**src/rtl/swev_pkg.sv**
```systemverilog
package swev_pkg;

  typedef enum logic [1:0] {
    PH_IDLE  = 2'd0,
    PH_SETUP = 2'd1,
    PH_TRIG  = 2'd2
  } bus_phase_t;

  // Rotating search over up to 16 request lines. It scans from 'start'
  // upward, wraps at 'n' and returns the first set index.
  function automatic logic [3:0] rot_pick(input logic [15:0] req,
                                          input logic [3:0]  start,
                                          input logic [4:0]  n);
    logic [4:0] pos;
    logic       hit;
    rot_pick = 4'd0;
    hit      = 1'b0;
    for (int k = 0; k < 16; k++) begin
      pos = 5'(start) + 5'(k);
      if (pos >= n) pos = pos - n;
      if (!hit && (5'(k) < n) && req[pos[3:0]]) begin
        rot_pick = pos[3:0];
        hit      = 1'b1;
      end
    end
  endfunction

endpackage

```
**src/rtl/swev_req_bank.sv**
```systemverilog
module swev_req_bank #(
  parameter int N_MOD = 9
) (
  input  logic             clk,
  input  logic             rst_n,
  input  logic [N_MOD-1:0] chg,
  input  logic [N_MOD-1:0] clr,
  output logic [N_MOD-1:0] pend
);
  // A new event wins over a clear in the same cycle.
  for (genvar i = 0; i < N_MOD; i++) begin : g_lat
    always_ff @(posedge clk) begin
      if (!rst_n) pend[i] <= 1'b0;
      else        pend[i] <= (pend[i] & ~clr[i]) | chg[i];
    end
  end
endmodule

```
**src/rtl/swev_pick.sv**
```systemverilog
module swev_pick
  import swev_pkg::*;
#(
  parameter int N_MOD  = 9,
  parameter int ADDR_W = 4,
  parameter bit ARB_RR = 1'b0
) (
  input  logic [N_MOD-1:0]  req,
  input  logic [ADDR_W-1:0] last,
  output logic              any,
  output logic [ADDR_W-1:0] idx
);
  localparam logic [ADDR_W-1:0] LAST_IDX = ADDR_W'(N_MOD - 1);

  logic [3:0] start;

  if (ARB_RR) begin : g_rr
    assign start = (last == LAST_IDX) ? 4'd0 : 4'(last + 1'b1);
  end else begin : g_fixed
    assign start = 4'd0;
  end

  assign any = |req;
  assign idx = ADDR_W'(rot_pick(16'(req), start, 5'(N_MOD)));
endmodule

```
**src/rtl/swev_bus_seq.sv**
```systemverilog
module swev_bus_seq
  import swev_pkg::*;
#(
  parameter int N_MOD    = 9,
  parameter int ADDR_W   = 4,
  parameter int ST_W     = 2,
  parameter int TRIG_CYC = 3
) (
  input  logic                  clk,
  input  logic                  rst_n,
  input  logic                  any,
  input  logic [ADDR_W-1:0]     idx,
  input  logic [N_MOD*ST_W-1:0] states,
  output logic [ADDR_W-1:0]     addr,
  output logic [ST_W-1:0]       state,
  output logic                  trig,
  output logic                  busy,
  output logic                  issue,
  output logic [N_MOD-1:0]      clr,
  output logic [ADDR_W-1:0]     last
);
  localparam int CW = $clog2(TRIG_CYC + 1);

  bus_phase_t    ph;
  logic [CW-1:0] cnt;

  function automatic logic [ST_W-1:0] sel_state(input logic [N_MOD*ST_W-1:0] s,
                                                input logic [ADDR_W-1:0]     a);
    sel_state = '0;
    for (int m = 0; m < N_MOD; m++)
      if (a == ADDR_W'(m)) sel_state = s[m*ST_W +: ST_W];
  endfunction

  assign issue = (ph == PH_IDLE) && any;
  assign trig  = (ph == PH_TRIG);
  assign busy  = (ph != PH_IDLE);

  for (genvar i = 0; i < N_MOD; i++) begin : g_clr
    assign clr[i] = issue && (idx == ADDR_W'(i));
  end

  always_ff @(posedge clk) begin
    if (!rst_n) begin
      ph    <= PH_IDLE;
      cnt   <= '0;
      addr  <= '0;
      state <= '0;
      last  <= ADDR_W'(N_MOD - 1);
    end else begin
      unique case (ph)
        PH_IDLE: if (any) begin
          ph    <= PH_SETUP;
          addr  <= idx;
          state <= sel_state(states, idx);
          last  <= idx;
        end
        PH_SETUP: begin
          ph  <= PH_TRIG;
          cnt <= CW'(1);
        end
        PH_TRIG: begin
          if (cnt == CW'(TRIG_CYC)) ph <= PH_IDLE;
          else                      cnt <= cnt + 1'b1;
        end
        default: ph <= PH_IDLE;
      endcase
    end
  end
endmodule

```
**src/rtl/switch_event_packetizer.sv**
```systemverilog
module switch_event_packetizer #(
  parameter int N_MOD    = 9,
  parameter int ADDR_W   = 4,
  parameter int ST_W     = 2,
  parameter int TRIG_CYC = 3,
  parameter bit ARB_RR   = 1'b0
) (
  input  logic                  clk,
  input  logic                  rst_n,
  input  logic [N_MOD*ST_W-1:0] mod_state,
  input  logic [N_MOD-1:0]      mod_chg,
  output logic [ADDR_W-1:0]     bus_addr,
  output logic [ST_W-1:0]       bus_state,
  output logic                  bus_trig,
  output logic                  bus_busy
);
  // These named wires are kept visible so the bound checker can see them.
  logic [N_MOD-1:0]  pend_q;
  logic [N_MOD-1:0]  clr_vec;
  logic              any_w;
  logic              issue_w;
  logic [ADDR_W-1:0] pick_idx;
  logic [ADDR_W-1:0] last_idx;

  swev_req_bank #(.N_MOD(N_MOD)) u_bank (
    .clk (clk),
    .rst_n (rst_n),
    .chg (mod_chg),
    .clr (clr_vec),
    .pend (pend_q)
  );

  swev_pick #(.N_MOD(N_MOD), .ADDR_W(ADDR_W), .ARB_RR(ARB_RR)) u_pick (
    .req  (pend_q),
    .last (last_idx),
    .any  (any_w),
    .idx  (pick_idx)
  );

  swev_bus_seq #(.N_MOD(N_MOD), .ADDR_W(ADDR_W), .ST_W(ST_W), .TRIG_CYC(TRIG_CYC)) u_seq (
    .clk    (clk),
    .rst_n  (rst_n),
    .any    (any_w),
    .idx    (pick_idx),
    .states (mod_state),
    .addr   (bus_addr),
    .state  (bus_state),
    .trig   (bus_trig),
    .busy   (bus_busy),
    .issue  (issue_w),
    .clr    (clr_vec),
    .last   (last_idx)
  );
endmodule

```
**config.mk**
```make
export PLATFORM = sky130hd
export DESIGN_NAME = switch_event_packetizer
export DESIGN_NICKNAME = d
export VERILOG_FILES = /design/src/rtl/swev_pkg.sv /design/src/rtl/swev_req_bank.sv /design/src/rtl/swev_pick.sv /design/src/rtl/swev_bus_seq.sv /design/src/rtl/switch_event_packetizer.sv
export SDC_FILE = /design/constraint.sdc
export NUM_CORES = 1
export LEC_CHECK = 0
export CAP_MARGIN = 20
export CORE_AREA = 3 3 58 60
export CTS_CLUSTER_SIZE = 16
export DETAILED_ROUTE_END_ITERATION = 8
export DIE_AREA = 0 0 61 63
export PLACE_DENSITY = 0.64
export SETUP_SLACK_MARGIN = 0.15
export SLEW_MARGIN = 5
export SYNTH_ARGS = -nofsm -noshare
export SYNTH_HDL_FRONTEND = slang
export SYNTH_SLANG_ARGS = --single-unit
export TNS_END_PERCENT = 50
```
**constraint.sdc**
```tcl
create_clock -name clk -period 1.9 [get_ports clk]
set_input_delay 0.285 -clock clk [delete_from_list [all_inputs] [get_ports clk]]
set_output_delay 0.285 -clock clk [all_outputs]
set_load 0.02 [all_outputs]
```
==> summary.md <==
| Metric | Value |
|---|---|
| Outcome | finished clean |
| Final Hold Fails | 0 |
| First-pass GRT wire length | 4.90 mm |
| Drt wl/cell | 13.8 µm |
| CTS buffer count | 3 |
| CTS root buf | clkbuf_4 |
| Core footprint | 2980 µm² |
| CP max stage delay | 570 ps |
| Pre-Repair DR Iteration Count | 4 |
| Post-Syn Instances | 143 |
| Syn_nets | 173 |
| Synth top area share | 33.7% |
| Hold Startpoint | u_seq.addr[2] |
| Worst reg-to-reg path cell count | 5 |
| Core Util, Final | 55.8% |
| Most common cell after layout, fill and taps aside | clkdlybuf4s50_1 |
| CP arrival | 1990 ps |
| Final std cells w/o fill | 223 |
| Layout Area Growth over Synthesis | 47.3% |
| CP Cell Sequence | or4_4 > o21ai_2 > o2111ai_1 > a221oi_1 > o31a_1 |
| Syn_area_per_cell | 7.88 µm² |
| Clock Tree Buf Depth | 2 |
| R2R Path Start | u_bank.pend[7] |
| Achievable Freq | 0.575 GHz |
| Grt total ovfl | 0 |
| Reg clk slew, reported paths | 120 ps |
| H-tree depth | 1 |
| RSZ-0062 raised after global routing | yes |
| Post-synth top flop | dfxtp_1 |
| Die ar. | 3840 µm² |
| Worst slew pin tran | 610 ps |
| Num Clock Sinks | 19 |
| Final HPWL DP | 2.35 mm |
| Leakage power total | 0.631 nW |
| Inst Count DP | 214 |
| Layout cells sized above 1 | 20.0% |
| Worst path required time | 2150 ps |
| Top post-synthesis cells by area | dfxtp_1, a21oi_1, nor2b_1 |
| Seq cells post-synth | 19 |
| Power Density | 678 nW/µm² |
| Most frequent cells in the layout | clkdlybuf4s50_1, buf_4, a21oi_1, nand2_1, dfxtp_1 |
| Final setup violation count | 0 |
| Total GRT Usage | 16.3% |
| Initial Utilization | 37.9% |
| Hold WC Path Type | reg -> reg |
| CP max-delay cell | or4_4 |
| Leading area contributor after synthesis | dfxtp_1 |
| Final #Nets | 221 |
| Diode count | 0 |
| Max_slew headroom | 59.2% |
| Hold path endpoint | u_seq.addr[2] |
| Final Cycle Share | 91.5% |
| Vias in the first global route | 1117 |
| Worst flop-to-flop path endpoint | u_seq.state[0] |
| Final Max Slew Viols | 0 |
| Hold Worst Slack | 490 ps |
| Placed Area | 1560 µm² |
| Fin crit period | 1740 ps |
| Clock skew after layout | 4.51 ps |
| Initial antenna violation count | 0 |
| Largest net degree at the start of global routing | 20 |
| Hold path cells | 2 |
| Vias per Instance | 5.38 |
| Post-Route WL | 3.09 mm |
| Fillers | 307 |
| Total power draw | 1.13 mW |
| Vias | 1200 |
| Number of library cell types mapped by synthesis | 44 |
| Critical path class | reg -> reg |
| Startpoint types | flip-flop |
| Post-route cell area | 1660 µm² |
| Worst reg-to-reg setup slack | 160 ps |
| Yosys Warn Count | 0 |
| Post-synth EDFFs | 0 |
| Synth Cell Area | 1130 µm² |
| Die Span Y | 63 µm |
| DRT iter0 DRCs | 51 |
| Post-route ant nets | 0 |
| Setup TNS | 0 ps |
| Share of synthesized registers carrying an async set or reset | 0% |
| CP endpoint kind | flip-flop |
| Peak supply drop | 0.000280 V |
| DR DRC count | 0 |
| Gpl congestion | 0.825 |
| Pre-CTS setup slack | 61.6 ps |
| Port Buffers | 36 |
| Clock Latency Late Sink | 300 ps |
| Critical Path Fanout Max | 5 |
| Row cnt | 20 |
| Die W | 61 µm |
| Maxcap violations | 0 |
| TritonCTS clock tree | built |
| Final WS setup | 162 ps |
| I/O pins | 37 |
| Seq/Total Area, Yosys | 33.7% |
-- critical path, delay by kind of cell (launching register included) --
family | cells | cell delay, ps
AOI/OAI and AO/OA | 4 | 730
DFF | 1 | 380
and+or+nand+nor | 1 | 570
-- timing repair --
item | 4_1_cts | 5_1_grt
buffers inserted | 0 | 5
pin swaps | 0 | 8
gates resized for setup | 4 | 11
hold buffers | 0 | 0
endpoints found under the setup margin | 5 | 5
-- kinds of logic (layout without fill, tap and decap cells) --
logic type / after synthesis / count (layout) / synth area share (%)
AND/OR/NAND/NOR: 58 / 58 / 28.3
AO/OA/AOI/OAI: 48 / 48 / 29.0
flip-flops: 19 / 19 / 33.7
multiplexers: 1 / 1 / 0.888
buffers and inverters: 16 / 63 / 6.99
adder cells (fa/ha/maj): 1 / 1 / 1.11
-- registers in the layout (all words and copies together) (netlist names) --
| name | count |
|---|---|
| u_seq.cnt | 2 |
| u_seq.state | 2 |
| u_seq.addr | 4 |
| u_bank.pend | 9 |
| u_seq.ph | 2 |
-- cells in the mapped netlist, types with 3 or more instances --
master,count
dfxtp_1,19
a21oi_1,15
nand2_1,13
nor2_1,12
o21ai_0,9
nor2b_1,8
inv_1,6
o21a_1,6
clkbuf_1,5
nand3_1,4
and2_1,3
nand2b_1,3
nor3_1,3
-- per-layer routing --
layer | share of wire [%] | routed length (µm) | global-route usage [%]
met1 | 46 | 1410 | 22.1
met2 | 49 | 1510 | 26.5
met3 | 3.8 | 118 | 2.69
met4 | 1.5 | 47 | 3.79
met5 | 0 | 0 | 0
-- area by class of cell --
class | instances | area (µm²) | area share (%)
Clock buffer | 3 | 22.5 | 1.36
Clock inverter | 1 | 5.00 | 0.301
Inverter | 6 | 22.5 | 1.36
Multi-Input combinational cell | 108 | 689 | 41.5
Sequential cell | 19 | 394 | 23.7
Tap cell | 33 | 41.3 | 2.49
Timing Repair Buffer | 53 | 485 | 29.2
-- power breakdown --
part | switching [mW] | leakage (nW) | internal (mW)
registers | 0.0420 | 0.160 | 0.441
logic | 0.203 | 0.454 | 0.227
clock network | 0.135 | 0.0177 | 0.0784
-- worst max path at each step --
stage	startpoint	to	depth (start not counted)
detailed placement	mod_state[9]	u_seq.state[1]	6
CTS	u_bank.pend[5]	u_seq.state[0]	5
global placement	mod_state[9]	u_seq.state[1]	6
global route	u_bank.pend[7]	u_seq.state[0]	5
floorplan	u_bank.pend[7]	u_seq.state[0]	6
finish	u_bank.pend[7]	u_seq.state[0]	5
Note: power is estimated with default switching activity, not from simulation.
